## src/rtl/irq_hub_pkg.sv

```systemverilog
`timescale 1ns/1ps
package irq_hub_pkg;
    // default geometry of the collector
    localparam int unsigned DEF_NUM_SRC  = 6;
    localparam int unsigned DEF_HOLD_CYC = 16;
    localparam int unsigned DEF_TMO_CYC  = 1000;
    localparam int unsigned DEF_TEMP_IDX = 5;

    // width of a counter that must hold values 0..max_val
    function automatic int unsigned cnt_width(input int unsigned max_val);
        return (max_val < 2) ? 1 : $clog2(max_val + 1);
    endfunction
endpackage

```

## src/rtl/irq_rate_gate.sv

```systemverilog
`timescale 1ns/1ps
module irq_rate_gate #(
    parameter int unsigned       NUM_SRC   = 6,
    parameter logic [NUM_SRC-1:0] RATE_MASK = '1
) (
    input  logic               clk,
    input  logic               rst_n,
    input  logic [NUM_SRC-1:0] evt_i,
    input  logic [NUM_SRC-1:0] en_i,
    input  logic               normal_mode_i,
    input  logic               period_start_i,
    output logic [NUM_SRC-1:0] accept_o
);
    typedef struct packed {
        logic [NUM_SRC-1:0] used;
    } gate_st_t;

    gate_st_t st_d, st_q;
    logic [NUM_SRC-1:0] blocked;
    logic [NUM_SRC-1:0] marks;

    for (genvar g = 0; g < NUM_SRC; g++) begin : g_src
        if (RATE_MASK[g]) begin : g_lim
            // a limited source is closed once it has fired in this period
            assign blocked[g] = normal_mode_i & st_q.used[g] & ~period_start_i;
            assign marks[g]   = normal_mode_i;
        end else begin : g_free
            assign blocked[g] = 1'b0;
            assign marks[g]   = 1'b0;
        end
    end

    always_comb begin
        accept_o    = evt_i & en_i & ~blocked;
        st_d        = st_q;
        st_d.used   = (period_start_i ? '0 : st_q.used) | (accept_o & marks);
    end

    always_ff @(posedge clk or negedge rst_n) begin
        if (!rst_n) st_q <= '0;
        else        st_q <= st_d;
    end

    // a limited source that already fired must not pass again in Normal mode
    AST_RATE_ONCE: assert property (@(posedge clk) disable iff (!rst_n)
        (normal_mode_i && !period_start_i) |->
            ((accept_o & RATE_MASK & st_q.used) == '0));
endmodule

```

## src/rtl/irq_holdoff_timer.sv

```systemverilog
`timescale 1ns/1ps
module irq_holdoff_timer #(
    parameter int unsigned HOLD_CYC = 16
) (
    input  logic clk,
    input  logic rst_n,
    input  logic start_i,
    output logic active_o
);
    localparam int unsigned CW = irq_hub_pkg::cnt_width(HOLD_CYC);
    localparam logic [CW-1:0] LOAD = CW'(HOLD_CYC);

    typedef struct packed {
        logic [CW-1:0] cnt;
    } hold_st_t;

    hold_st_t st_d, st_q;

    always_comb begin
        st_d = st_q;
        if (start_i)              st_d.cnt = LOAD;
        else if (st_q.cnt != '0)  st_d.cnt = st_q.cnt - 1'b1;
        active_o = (st_q.cnt != '0);
    end

    always_ff @(posedge clk or negedge rst_n) begin
        if (!rst_n) st_q <= '0;
        else        st_q <= st_d;
    end

    // a start always opens the window on the next cycle
    AST_HOLD_OPENS: assert property (@(posedge clk) disable iff (!rst_n)
        start_i |=> active_o);
endmodule

```

## src/rtl/irq_service_timer.sv

```systemverilog
`timescale 1ns/1ps
module irq_service_timer #(
    parameter int unsigned TMO_CYC = 1000
) (
    input  logic clk,
    input  logic rst_n,
    input  logic clear_i,
    input  logic pending_i,
    output logic expire_o
);
    localparam int unsigned CW = irq_hub_pkg::cnt_width(TMO_CYC);
    localparam logic [CW-1:0] LIMIT = CW'(TMO_CYC);

    typedef struct packed {
        logic [CW-1:0] cnt;
    } tmo_st_t;

    tmo_st_t st_d, st_q;

    always_comb begin
        st_d = st_q;
        if (clear_i || !pending_i) st_d.cnt = '0;
        else if (st_q.cnt != LIMIT) st_d.cnt = st_q.cnt + 1'b1;
        expire_o = (st_q.cnt == LIMIT);
    end

    always_ff @(posedge clk or negedge rst_n) begin
        if (!rst_n) st_q <= '0;
        else        st_q <= st_d;
    end

    // a clear always withdraws the request on the next cycle
    AST_CLEAR_DROPS_REQ: assert property (@(posedge clk) disable iff (!rst_n)
        clear_i |=> !expire_o);
endmodule

```

## src/rtl/irq_hub.sv

```systemverilog
`timescale 1ns/1ps
module irq_hub #(
    parameter int unsigned        NUM_SRC   = irq_hub_pkg::DEF_NUM_SRC,
    parameter int unsigned        HOLD_CYC  = irq_hub_pkg::DEF_HOLD_CYC,
    parameter int unsigned        TMO_CYC   = irq_hub_pkg::DEF_TMO_CYC,
    parameter int unsigned        TEMP_IDX  = irq_hub_pkg::DEF_TEMP_IDX,
    parameter logic [NUM_SRC-1:0] RATE_MASK = NUM_SRC'(3)
) (
    input  logic               clk,
    input  logic               rst_n,
    input  logic [NUM_SRC-1:0] evt_i,
    input  logic [NUM_SRC-1:0] en_i,
    input  logic               normal_mode_i,
    input  logic               wd_start_i,
    input  logic               rd_i,
    output logic [NUM_SRC-1:0] rd_data_o,
    output logic [NUM_SRC-1:0] status_o,
    output logic               irq_n_o,
    output logic               sys_rst_req_o
);
    typedef struct packed {
        logic [NUM_SRC-1:0] pend;
        logic [NUM_SRC-1:0] stat;
    } hub_st_t;

    hub_st_t st_d, st_q;
    logic [NUM_SRC-1:0] accept;
    logic               hold_active;
    logic               any_pend;

    irq_rate_gate #(
        .NUM_SRC   (NUM_SRC),
        .RATE_MASK (RATE_MASK)
    ) u_gate (
        .clk            (clk),
        .rst_n          (rst_n),
        .evt_i          (evt_i),
        .en_i           (en_i),
        .normal_mode_i  (normal_mode_i),
        .period_start_i (wd_start_i),
        .accept_o       (accept)
    );

    irq_holdoff_timer #(
        .HOLD_CYC (HOLD_CYC)
    ) u_hold (
        .clk      (clk),
        .rst_n    (rst_n),
        .start_i  (rd_i),
        .active_o (hold_active)
    );

    irq_service_timer #(
        .TMO_CYC (TMO_CYC)
    ) u_tmo (
        .clk       (clk),
        .rst_n     (rst_n),
        .clear_i   (rd_i),
        .pending_i (any_pend),
        .expire_o  (sys_rst_req_o)
    );

    always_comb begin
        st_d      = st_q;
        // clear first, then merge the accepted events of this cycle
        st_d.pend = (rd_i ? '0 : st_q.pend) | accept;
        st_d.stat = evt_i;
    end

    always_ff @(posedge clk or negedge rst_n) begin
        if (!rst_n) st_q <= '0;
        else        st_q <= st_d;
    end

    assign any_pend  = |st_q.pend;
    assign rd_data_o = st_q.pend;
    assign status_o  = st_q.stat;
    assign irq_n_o   = ~(any_pend & ~hold_active);

    // the request line is never low with an empty register
    AST_IRQ_NEEDS_PEND: assert property (@(posedge clk) disable iff (!rst_n)
        !irq_n_o |-> (rd_data_o != '0));
    // a read with no new events leaves the register empty
    AST_READ_CLEARS: assert property (@(posedge clk) disable iff (!rst_n)
        (rd_i && evt_i == '0) |=> (rd_data_o == '0));
    // the line is released right after a read, whatever arrives
    AST_HOLD_AFTER_READ: assert property (@(posedge clk) disable iff (!rst_n)
        rd_i |=> irq_n_o);
    // a reset request only exists while something is pending
    AST_REQ_NEEDS_PEND: assert property (@(posedge clk) disable iff (!rst_n)
        sys_rst_req_o |-> (rd_data_o != '0));
    // right after a read only enabled sources can be pending
    AST_MASK_AFTER_READ: assert property (@(posedge clk) disable iff (!rst_n)
        rd_i |=> ((rd_data_o & ~$past(en_i)) == '0));
    // the over-temperature index must name a real source
    initial AST_TEMP_IDX_OK: assert (TEMP_IDX < NUM_SRC);
endmodule

```

## config.mk

```make
export PLATFORM = sky130hd
export DESIGN_NAME = irq_hub
export DESIGN_NICKNAME = d
export VERILOG_FILES = /design/src/rtl/irq_hub_pkg.sv /design/src/rtl/irq_rate_gate.sv /design/src/rtl/irq_holdoff_timer.sv /design/src/rtl/irq_service_timer.sv /design/src/rtl/irq_hub.sv
export SDC_FILE = /design/constraint.sdc
export NUM_CORES = 1
export LEC_CHECK = 0
export ABC_AREA = 1
export BUFFER_PORTS_ARGS = -buffer_cell sky130_fd_sc_hd__buf_4
export CAP_MARGIN = 20
export CORE_UTILIZATION = 50
export CTS_CLUSTER_DIAMETER = 150
export DETAILED_ROUTE_END_ITERATION = 7
export PLACE_DENSITY = 0.8
export SLEW_MARGIN = 20
export SYNTH_ARGS = -nofsm -noshare
export SYNTH_HDL_FRONTEND = slang
export SYNTH_HIERARCHICAL = 1
export SYNTH_SLANG_ARGS = --single-unit
```

## constraint.sdc

```tcl
create_clock -name clk -period 2.7 [get_ports clk]
set_input_delay 0.405 -clock clk [delete_from_list [all_inputs] [get_ports clk]]
set_output_delay 0.405 -clock clk [all_outputs]
set_load 0.01 [all_outputs]
```

==> impl_metrics.yaml <==
synth:
  synth_seq_cells: 29
  synth_top_cells_by_area: "dfrtp_1, nand2_1, inv_1, nor2_1, nand3_1"
  synth_top_cell_by_area: "dfrtp_1"
  yosysMostFrequentCell: "nand2_1"
  yosys_warnings: 6
  synthCells: 157
  netlist_top_cells_count: "nand2_1, dfrtp_1, inv_1"
  syn_nets: 177
  synth_edf_count: 0
  avgSynthCellArea_sq_um: 8.62
  ys_types: 22
  syn_area_sq_mm: 0.00135
  synthArstFlopShare_pct: 100
  synth_top_area_share_pct: 53.6
  synth_seq_area_share_pct: 53.6
  synth_ff_type: "dfrtp_1"
timing:
  post-route-period-util_pct: 74.5
  setup_tns_ns: 0
  rsz0062_at_grt: "false"
  setup_slack_ns: 0.688
  fin_crit_ns: 2.01
  max_slew_margin_pct: 74.1
  fmax_mhz: 497
  tightest_slew_ns: 0.388
  drv_slew: 0
  holdWs_ns: -0.00494
  setup_viol: 0
  clock-skew-final_ns: 0.00476
  hold_violations: 6
clock_tree:
  cts.reportedPaths.clkPinSlew_ns: 0.08
  worstSkewPairLatency_ns: 0.31
  clockRootBuffer: "clkbuf_4"
  post-cts-setup-buffers: 0
  cts_hold_buf: 0
  cts_tree: "built"
  clk_path_buf_depth: 2
  cts-resized-gates: 0
  cts_made_buffers: 5
  cts.sinks: 29
  htreeDepth: 2
place:
  globalplace.congestion: 0.762
  hpwl_mm: 1.85
  place_inst: 217
  dpl_cell_area_sq_mm: 0.00162
  portBuffers: 30
  dpl_worst_slack_ns: 1.03
detailed_routing:
  drtIter0Drc: 27
  drt_first_pass_iters: 4
  drc: 0
  vias: 1096
  vias_per_cell: 4.87
  wl_per_cell_um: 10.9
  wl_mm: 2.45
  ant_nets: 0
grt:
  grt_overflow: 0
  grt-busiest-layer: "met2"
  gr-usage-met1_pct: 26.8
  grt_pass1_wl_mm: 4.31
  grt_max_degree: 30
  track_usage_pct: 21.3
  grt_use_met2_pct: 34.0
  use_met3_pct: 6.78
  grt_antenna_before_repair: 0
  grt_pass1_vias: 1070
die:
  rows: 18
  design.core.area_sq_mm: 0.00252
  die_h_um: 54.0
  ios: 31
  start_util_pct: 53.7
  die_w_um: 54.0
  fp.dieArea_sq_mm: 0.00292
min_path:
  hp-class: "primary input to async pin"
layout:
  fin_nets: 214
  multi_input_area_sq_um: 519
  drive_gt1_share_pct: 23.6
  finalNonFillerCells: 225
  final_cell_area_sq_mm: 0.00167
  n_fill_cell: 211
  final-seq-area_sq_um: 726
  diodes: 0
  syn_to_final_growth_pct: 23.0
worst_setup_path:
  crit_fanout: 4
  crit_path_end_kind: "output pin"
  cp_data_arrival_time_ns: 1.61
  worstPathCellList: "inv_1, ha_1, nand3_1, nor2_1, nand2_1, inv_1, buf_4"
  startpoint_type: "flop"
  worstSetupPathType: "flop to output pin"
  cp_slowest_cell: "dfrtp_1"
  r2r_slack_ns: 1.33
  slowest_delay_ns: 0.43
  required_ns: 2.30
  cpMostUsedCell: "inv_1"
pwr:
  p_leak_uw: 0.000888
  ir_drop_mv: 0.483
  power_per_cell_area_mw_per_mm2: 600
job:
  drv_cap: 0
outcome:
  violations: "hold timing"
  status: "finished with violations"
## power breakdown
part	internal, uW	switching, uW	leakage, uW	total, uW
Combinational	103	128	0.000494	231
Clock	104	137	0.0000265	241
Sequential	485	42.7	0.000368	528
Total	692	308	0.000888	999
## critical path: cells and delay by family, from the launching register on
family	cells	cell delay, ns
flip-flops	1	0.43
AND/OR/NAND/NOR	3	0.42
buffers and inverters	3	0.29
adder cells (fa/ha/maj)	1	0.15
## layout make-up
cell class              instances  share of cell area [%]
clock buffers                   8                    2.93
multi-input cells              99                    31.2
repair buffers                 30                    13.5
well taps                      30                    2.25
flip-flops and latches         29                    43.6
inverters                      29                    6.54
## worst paths after layout
kind                                startpoint             end  depth (start not counted)
worst max-delay path             u_tmo/st_q[0]   sys_rst_req_o                          7
worst min-delay path                     rst_n  u_hold/st_q[4]                          1
worst max register to register   u_tmo/st_q[0]   u_tmo/st_q[0]                          7
worst min register to register  u_hold/st_q[0]  u_hold/st_q[0]                          2
max in group asynchronous                rst_n     status_o[1]                          1
min in group clk                      evt_i[2]     status_o[2]                          1
## cells by family (layout without fill, tap and decap cells)
kind of cell,count (synthesis),in the layout,synth area share [%]
xor gates and xnor gates,3,3,1.94
adders and majority gates,3,3,2.77
and+or+nand+nor,79,79,27.1
AOI/OAI and AO/OA,14,14,6.56
DFF,29,29,53.6
buffers and inverters,29,67,8.04
## state kept, by name, indices dropped and copies added, names as in the netlist
register / cells
rd_data_o: 6
status_o: 6
u_tmo/st_q: 10
u_hold/st_q: 5
u_gate/st_q: 2
## stage by stage
step                      total power (uW)  utilization [%]  hold WS, ns
after floorplan                        677                -        0.109
after global placement                 752             64.1        0.344
after detailed placement               767             64.1        0.349
after CTS                             1010             66.0      0.00352
after global routing                  1070             66.0      0.00600
final                                  999             66.0     -0.00494
## layout by cell type, fill, tap and decap left out, types with 2 or more instances in the layout
cell type,instances
a21oi_1,3
buf_4,30
clkbuf_1,3
clkbuf_4,5
dfrtp_1,29
ha_1,3
inv_1,27
nand2_1,35
nand3_1,11
nand3_2,2
nand4_1,2
nor2_1,19
nor2_2,4
nor2_4,2
nor3b_1,2
o21ai_0,3
o21bai_1,6
xor2_1,2
## per-layer routing
metal	part of all wire [%]	wire, um	up-vias
li1	-	-	555
met1	46	1120	505
met2	49	1190	34
met3	4.9	119	2
met4	0.78	19	0
met5	0	0	-
No activity file was read; power rests on OpenSTA's default activity.
